--- config.mk ---
export PLATFORM = sky130hd
export DESIGN_NAME = serial_mem_slave
export DESIGN_NICKNAME = d
export VERILOG_FILES = /design/src/rtl/sms_pkg.sv /design/src/rtl/sms_sck_edges.sv /design/src/rtl/sms_rx_deser.sv /design/src/rtl/sms_tx_ser.sv /design/src/rtl/serial_mem_slave.sv
export SDC_FILE = /design/constraint.sdc
export NUM_CORES = 1
export LEC_CHECK = 0
export ABC_AREA = 1
export BUFFER_PORTS_ARGS = -buffer_cell sky130_fd_sc_hd__buf_4
export CAP_MARGIN = 20
export CORE_MARGIN = 2
export CORE_UTILIZATION = 40
export DETAILED_ROUTE_END_ITERATION = 12
export SLEW_MARGIN = 20
export SYNTH_ARGS = -nofsm -noshare
export SYNTH_HDL_FRONTEND = slang
export SYNTH_SLANG_ARGS = --single-unit
--- constraint.sdc ---
create_clock -name clk -period 2.2 [get_ports clk]
set_input_delay 0.44 -clock clk [delete_from_list [all_inputs] [get_ports clk]]
set_output_delay 0.44 -clock clk [all_outputs]
set_load 0.005 [all_outputs]
--- src/rtl/sms_pkg.sv ---
package sms_pkg;
   typedef enum logic [1:0] {
      LW_1 = 2'd0,
      LW_2 = 2'd1,
      LW_4 = 2'd2
   } lane_w_e;

   typedef enum logic [2:0] {
      PH_CMD,
      PH_ADDR,
      PH_DUMMY,
      PH_RD,
      PH_WR,
      PH_MR_RD,
      PH_MR_WR,
      PH_SKIP
   } phase_e;

   localparam logic [7:0] OPC_RD     = 8'h03;
   localparam logic [7:0] OPC_WR     = 8'h02;
   localparam logic [7:0] OPC_QUAD   = 8'h38;
   localparam logic [7:0] OPC_DUAL   = 8'h3B;
   localparam logic [7:0] OPC_SINGLE = 8'hFF;
   localparam logic [7:0] OPC_MR_RD  = 8'h05;
   localparam logic [7:0] OPC_MR_WR  = 8'h01;
endpackage

--- src/rtl/sms_sck_edges.sv ---
module sms_sck_edges (
   input  logic clk,
   input  logic rst_n,
   input  logic cs_n,
   input  logic sck,
   output logic rise,
   output logic fall
);
   logic sck_q;

   always_ff @(posedge clk or negedge rst_n) begin
      if (!rst_n) sck_q <= 1'b0;
      else        sck_q <= sck;
   end

   assign rise = !cs_n &&  sck && !sck_q;
   assign fall = !cs_n && !sck &&  sck_q;
endmodule

--- src/rtl/sms_rx_deser.sv ---
module sms_rx_deser import sms_pkg::*; #(
   parameter int SR_W  = 17,
   parameter int LANES = 4,
   parameter int CNT_W = 5
) (
   input  logic             clk,
   input  logic             rst_n,
   input  logic             clr,
   input  logic             shift,
   input  logic             restart,
   input  lane_w_e          width,
   input  logic [LANES-1:0] lanes_in,
   output logic [SR_W-1:0]  nxt_sr,
   output logic [CNT_W-1:0] nxt_cnt
);
   logic [SR_W-1:0]  sr;
   logic [CNT_W-1:0] cnt;
   logic [CNT_W-1:0] stp;

   always_comb begin
      case (width)
         LW_2:    begin nxt_sr = {sr[SR_W-3:0], lanes_in[1:0]}; stp = CNT_W'(2); end
         LW_4:    begin nxt_sr = {sr[SR_W-5:0], lanes_in[3:0]}; stp = CNT_W'(4); end
         default: begin nxt_sr = {sr[SR_W-2:0], lanes_in[0]};   stp = CNT_W'(1); end
      endcase
      nxt_cnt = cnt + stp;
   end

   always_ff @(posedge clk or negedge rst_n) begin
      if (!rst_n) begin
         sr  <= '0;
         cnt <= '0;
      end else if (clr) begin
         cnt <= '0;
      end else if (shift) begin
         sr  <= nxt_sr;
         cnt <= restart ? '0 : nxt_cnt;
      end
   end
endmodule

--- src/rtl/sms_tx_ser.sv ---
module sms_tx_ser import sms_pkg::*; #(
   parameter int BYTE_W = 8,
   parameter int LANES  = 4
) (
   input  logic              clk,
   input  logic              rst_n,
   input  logic              clr,
   input  logic              step_en,
   input  lane_w_e           width,
   input  logic [BYTE_W-1:0] src,
   output logic              load,
   output logic [LANES-1:0]  lanes_out,
   output logic [LANES-1:0]  lanes_oe
);
   localparam int BP_W = $clog2(BYTE_W);

   logic [BYTE_W-1:0] osr;
   logic [BYTE_W-1:0] nxt_byte;
   logic [BP_W-1:0]   bitpos;
   logic [BP_W-1:0]   step_bp;
   logic [LANES-1:0]  lane_d;
   logic [LANES-1:0]  lane_e;

   always_comb begin
      case (width)
         LW_2:    step_bp = BP_W'(2);
         LW_4:    step_bp = BP_W'(4);
         default: step_bp = BP_W'(1);
      endcase
   end

   assign load     = step_en && (bitpos == '0);
   assign nxt_byte = (bitpos == '0) ? src : (osr << step_bp);

   for (genvar i = 0; i < LANES; i++) begin : g_lane
      logic d;
      logic e;
      if (i < 2) begin : g_low
         always_comb begin
            case (width)
               LW_4:    begin d = nxt_byte[BYTE_W-4+i]; e = 1'b1; end
               LW_2:    begin d = nxt_byte[BYTE_W-2+i]; e = 1'b1; end
               default: begin
                  d = (i == 1) ? nxt_byte[BYTE_W-1] : 1'b0;
                  e = (i == 1);
               end
            endcase
         end
      end else begin : g_high
         always_comb begin
            d = (width == LW_4) ? nxt_byte[BYTE_W-4+i] : 1'b0;
            e = (width == LW_4);
         end
      end
      assign lane_d[i] = d;
      assign lane_e[i] = e;
   end

   always_ff @(posedge clk or negedge rst_n) begin
      if (!rst_n) begin
         osr       <= '0;
         bitpos    <= '0;
         lanes_out <= '0;
         lanes_oe  <= '0;
      end else if (clr) begin
         bitpos   <= '0;
         lanes_oe <= '0;
      end else if (step_en) begin
         osr       <= nxt_byte;
         bitpos    <= bitpos + step_bp;
         lanes_out <= lane_d;
         lanes_oe  <= lane_e;
      end
   end
endmodule

--- src/rtl/serial_mem_slave.sv ---
module serial_mem_slave import sms_pkg::*; #(
   parameter int         ADDR_W       = 17,
   parameter int         ADDR_FIELD_W = 24,
   parameter int         BYTE_W       = 8,
   parameter int         LANES        = 4,
   parameter int         DUMMY_DUAL   = 4,
   parameter int         DUMMY_QUAD   = 2,
   parameter logic [7:0] MODE_RST     = 8'h40
) (
   input  logic              clk,
   input  logic              rst_n,
   input  logic              cs_n,
   input  logic              sck,
   input  logic [LANES-1:0]  sio_in,
   output logic [LANES-1:0]  sio_out,
   output logic [LANES-1:0]  sio_oe,
   output logic [1:0]        lane_mode,
   output logic [BYTE_W-1:0] mode_reg,
   output logic [ADDR_W-1:0] mem_addr,
   input  logic [ADDR_W-1:0] adv_addr,
   output logic [BYTE_W-1:0] mem_wdata,
   output logic              mem_we,
   input  logic [BYTE_W-1:0] mem_rdata
);
   localparam int CNT_W = $clog2(ADDR_FIELD_W + LANES + 1);
   localparam int DMAX  = (DUMMY_DUAL > DUMMY_QUAD) ? DUMMY_DUAL : DUMMY_QUAD;
   localparam int DC_W  = (DMAX < 2) ? 1 : $clog2(DMAX);

   if (BYTE_W != 8) begin : g_bad_byte
      $error("BYTE_W must be 8");
   end
   if (LANES != 4) begin : g_bad_lanes
      $error("LANES must be 4");
   end
   if (ADDR_W < BYTE_W || ADDR_W > ADDR_FIELD_W) begin : g_bad_addr
      $error("ADDR_W must lie between BYTE_W and ADDR_FIELD_W");
   end

   phase_e           phase_q;
   lane_w_e          width_q;
   logic [DC_W-1:0]  dcnt;
   logic [DC_W:0]    dummy_need;
   logic             is_read;
   logic [BYTE_W-1:0] mode_q;
   logic             rise, fall;
   logic [ADDR_W-1:0] rx_nxt;
   logic [CNT_W-1:0] rx_cnt;
   logic [CNT_W-1:0] target;
   logic             field_done;
   logic             tx_step, tx_load;
   logic [BYTE_W-1:0] tx_src;

   sms_sck_edges u_edges (
      .clk(clk), .rst_n(rst_n), .cs_n(cs_n), .sck(sck),
      .rise(rise), .fall(fall)
   );

   assign target     = (phase_q == PH_ADDR) ? CNT_W'(ADDR_FIELD_W) : CNT_W'(BYTE_W);
   assign field_done = (rx_cnt == target);

   sms_rx_deser #(.SR_W(ADDR_W), .LANES(LANES), .CNT_W(CNT_W)) u_rx (
      .clk(clk), .rst_n(rst_n), .clr(cs_n), .shift(rise), .restart(field_done),
      .width(width_q), .lanes_in(sio_in), .nxt_sr(rx_nxt), .nxt_cnt(rx_cnt)
   );

   assign tx_step = fall && (phase_q == PH_RD || phase_q == PH_MR_RD);
   assign tx_src  = (phase_q == PH_MR_RD) ? mode_q : mem_rdata;

   sms_tx_ser #(.BYTE_W(BYTE_W), .LANES(LANES)) u_tx (
      .clk(clk), .rst_n(rst_n), .clr(cs_n), .step_en(tx_step), .width(width_q),
      .src(tx_src), .load(tx_load), .lanes_out(sio_out), .lanes_oe(sio_oe)
   );

   always_comb begin
      case (width_q)
         LW_2:    dummy_need = (DC_W+1)'(DUMMY_DUAL);
         LW_4:    dummy_need = (DC_W+1)'(DUMMY_QUAD);
         default: dummy_need = '0;
      endcase
   end

   always_ff @(posedge clk or negedge rst_n) begin
      if (!rst_n) begin
         phase_q   <= PH_CMD;
         width_q   <= LW_1;
         dcnt      <= '0;
         is_read   <= 1'b0;
         mode_q    <= MODE_RST;
         mem_addr  <= '0;
         mem_wdata <= '0;
         mem_we    <= 1'b0;
      end else begin
         mem_we <= 1'b0;
         if (mem_we) mem_addr <= adv_addr;
         if (cs_n) begin
            phase_q <= PH_CMD;
            dcnt    <= '0;
         end else if (rise) begin
            case (phase_q)
               PH_CMD: if (field_done) begin
                  case (rx_nxt[BYTE_W-1:0])
                     OPC_RD:     begin phase_q <= PH_ADDR; is_read <= 1'b1; end
                     OPC_WR:     begin phase_q <= PH_ADDR; is_read <= 1'b0; end
                     OPC_QUAD:   begin phase_q <= PH_SKIP; width_q <= LW_4; end
                     OPC_DUAL:   begin phase_q <= PH_SKIP; width_q <= LW_2; end
                     OPC_SINGLE: begin phase_q <= PH_SKIP; width_q <= LW_1; end
                     OPC_MR_RD:  phase_q <= PH_MR_RD;
                     OPC_MR_WR:  phase_q <= PH_MR_WR;
                     default:    phase_q <= PH_SKIP;
                  endcase
               end
               PH_ADDR: if (field_done) begin
                  mem_addr <= rx_nxt;
                  dcnt     <= '0;
                  if (!is_read)                phase_q <= PH_WR;
                  else if (dummy_need == '0)   phase_q <= PH_RD;
                  else                         phase_q <= PH_DUMMY;
               end
               PH_DUMMY: begin
                  if ({1'b0, dcnt} == dummy_need - 1'b1) phase_q <= PH_RD;
                  else                                   dcnt    <= dcnt + 1'b1;
               end
               PH_WR: if (field_done) begin
                  mem_we    <= 1'b1;
                  mem_wdata <= rx_nxt[BYTE_W-1:0];
               end
               PH_MR_WR: if (field_done) begin
                  mode_q  <= rx_nxt[BYTE_W-1:0];
                  phase_q <= PH_SKIP;
               end
               default: ;
            endcase
         end else if (tx_load && phase_q == PH_RD) begin
            mem_addr <= adv_addr;
         end
      end
   end

   assign lane_mode = width_q;
   assign mode_reg  = mode_q;
endmodule

==> flow_metrics.env <==
export IMPL_largest_reg_flops=17
export IMPL_crit_top_cell="ha_4"
export IMPL_cts_sinks=82
export IMPL_synth_edf_count=0
export IMPL_dp_cells=916
export IMPL_criticalPathCategory="flip-flop to flip-flop"
export IMPL_timing_fmax_ghz=0.413
export IMPL_wl_per_cell_um=16.2
export IMPL_hold_class="primary input to asynchronous set/reset pin"
export IMPL_critPathMaxStageDelay_ps=450
export IMPL_crit_chain="inv_2 > ha_4 > ha_4 > ha_4 > inv_4 > nand2_4 > xnor2_2 > nand3_2 > nor2_4 > nand2_8 > nor2_8 > buf_12 > nand3_2 > nor2_1 > a21oi_1"
export IMPL_synth_nets=703
export IMPL_synth_area_sq_um=4920
export IMPL_cp_max_fo=5
export IMPL_irDropWorstVdd_mv=0.441
export IMPL_diodes=0
export IMPL_maxSlewViolCount=0
export IMPL_syn_avg_cell_area_sq_um=7.44
export IMPL_drive_above_1_share=0.319
export IMPL_period_minus_slack_ps=2420
export IMPL_p_leak_nw=3.35
export IMPL_io_pin_count=77
export IMPL_grt_setup_unrepaired="true"
export IMPL_crit_required_ps=2420
export IMPL_synth_cell_types=41
export IMPL_antenna_found_initial=0
export IMPL_ys_flop_type="dfrtp_1"
export IMPL_ys_warnings_count=0
export IMPL_drt_first_pass_iters=5
export IMPL_ant_nets=0
export IMPL_largest_register="mem_addr"
export IMPL_violations="negative setup slack"
export IMPL_setup_ws_ps=-221
export IMPL_portBuffers=76
export IMPL_reg_top3="mem_addr: 17 flops, u_rx.sr: 16 flops"
export IMPL_post_place_ws_ps=-221
export IMPL_hold_buffers=0
export IMPL_grt_pass1_wl_mm=25.3
export IMPL_start_util=0.410
export IMPL_post_route_util=0.573
export IMPL_syn_inst=662
export IMPL_area_delta_synth_final_pct=39.7
export IMPL_clk_pin_slew_ps=70
export IMPL_dpl_instance_area_sq_um=6070
export IMPL_critical_path_top_delay_family="simple AND/OR/NAND/NOR gates"
export IMPL_synthArstFlopShare=1.00
export IMPL_setup_viol=42
export IMPL_final_area_sq_um=6880
export IMPL_h_tree_depth=3
export IMPL_grt_start_max_net_pins=29
export IMPL_cts_made_buffers=9
export IMPL_die_w_um=115
export IMPL_rows=40
export IMPL_finalHoldViolations=0
export IMPL_skew_ps=7.31
export IMPL_cp_data_arrival_time_ps=2640
export IMPL_end_kind="flip-flop"
export IMPL_die_area_sq_um=13200
export IMPL_insertion_delay_ps=340
export IMPL_power_density_nw_per_um2=828
export IMPL_core_sq_um=12000
export IMPL_ys_ff_latch=82
export IMPL_layoutNonFillerInstCount=953
export IMPL_hold_slack_ps=23.2
export IMPL_viasPerCell=5.33
export IMPL_drc=0
export IMPL_status="finished with violations"
export IMPL_fin_nets=842
export IMPL_yosysSeqAreaShare=0.417
export IMPL_clk_path_buf_depth=2
export IMPL_die_h_um=115
export IMPL_dr_total_vias=5081
export IMPL_gp_congestion=0.913
export IMPL_start_kind="flip-flop"
export IMPL_grt_pass1_vias=5058
export IMPL_grt_use_total=0.241
export IMPL_routed_wl_mm=15.5
export IMPL_crit_path_top_delay_cell="dfrtp_2"
export IMPL_drtIter0Drc=276
export IMPL_grt_overflow_total=0
export IMPL_hpwl_mm=11.1
export IMPL_power_mw=5.70
export IMPL_tns_ps=-5810
export IMPL_cts_tree="done"
export IMPL_tightest_slew_ps=824
export IMPL_cts_root_buf="clkbuf_16"
export IMPL_slew_headroom=0.451
export IMPL_timing_final_crit_share=1.10
export IMPL_maxCapViolCount=0
export IMPL_crit_buf_inv=3
export IMPL_fill_cells=1120
==> metal layers <==
metal / global-route usage / vias up / share of wire
met1: 0.323 / 2419 / 0.45
li1: - / 2483 / -
met3: 0.0337 / 24 / 0.039
met4: 0.0835 / 0 / 0.021
met5: 0 / - / 0
met2: 0.402 / 155 / 0.49
==> synthesized netlist by cell type, types with 3 or more instances <==
cell type	count	area (sq um)
nand2_1	209	785
dfrtp_1	81	2030
o21ai_0	70	350
inv_1	66	248
nor2_1	44	165
nand3_1	27	135
a21oi_1	19	95.1
a22oi_1	18	135
clkbuf_1	14	52.6
o21ai_1	13	65.1
o211ai_1	12	90.1
o21ai_2	12	105
ha_1	8	100
a31oi_1	7	43.8
buf_2	6	30.0
o221ai_1	6	52.6
o22ai_1	5	31.3
nand2_2	4	25.0
nand3_2	4	40.0
buf_4	3	22.5
buf_6	3	33.8
nand4_1	3	18.8
xnor2_1	3	26.3
==> logic make-up (layout without fill, tap and decap cells) <==
kind of cell,count (synthesis),after routing,synth area share
DFF,82,82,0.417
adders and majority gates,8,8,0.0203
AOI/OAI and AO/OA,166,166,0.204
and+or+nand+nor,300,303,0.259
muxes,2,2,0.00407
buffers and inverters,98,239,0.0831
xor gates and xnor gates,6,6,0.0122
==> power breakdown <==
group / internal [mW] / switching (mW) / leakage [nW]
sequential: 1.86 / 0.303 / 1.07
combinational: 0.914 / 1.19 / 2.15
clock: 0.773 / 0.658 / 0.136
total: 3.55 / 2.15 / 3.35
==> final cells by class <==
class,count,area (sq um),area share
multi-input cells,485,2830,0.411
well taps,147,184,0.0267
clock buffers,9,225,0.0327
flip-flops and latches,82,2060,0.299
clock inverters,7,56.3,0.00818
repair buffers,153,1260,0.183
inverters,70,273,0.0396
==> path summary, 6_finish.rpt <==
check                      slack, ps  cells past startpoint                 to         startpoint
max                             -220                     15            is_read       lane_mode[0]
min                               20                      1   u_tx.lanes_oe[0]              rst_n
max reg2reg                     -220                     15            is_read       lane_mode[0]
min reg2reg                      490                      2  u_tx.lanes_out[0]  u_tx.lanes_out[0]
max in group asynchronous       1630                      2       lane_mode[0]              rst_n
min in group clk                 230                      1      u_edges.sck_q                sck
==> placed cells by master (no fill, tap or decap), types with 4 or more instances in the layout <==
master,n
a21oi_1,16
a21oi_2,4
a22oi_1,18
a31oi_1,6
buf_12,5
buf_4,139
buf_6,6
clkbuf_16,10
clkinv_4,5
dfrtp_1,79
ha_4,5
inv_1,60
inv_2,4
inv_4,4
nand2_1,193
nand2_2,13
nand2_4,6
nand2_8,4
nand3_1,22
nand3_2,4
nand3_4,8
nor2_1,38
nor2_2,4
o211ai_1,12
o21ai_0,53
o21ai_1,25
o21ai_2,16
o221ai_1,6
o22ai_1,5
==> what timing repair did <==
| item | CTS | global route |
|---|---|---|
| gates resized for setup | 31 | 61 |
| endpoints found under the setup margin | 42 | 47 |
| pin swaps | 2 | 18 |
| buffers inserted | 6 | 10 |
| gates cloned | 3 | 2 |
Power figures use the tool's default switching activity.
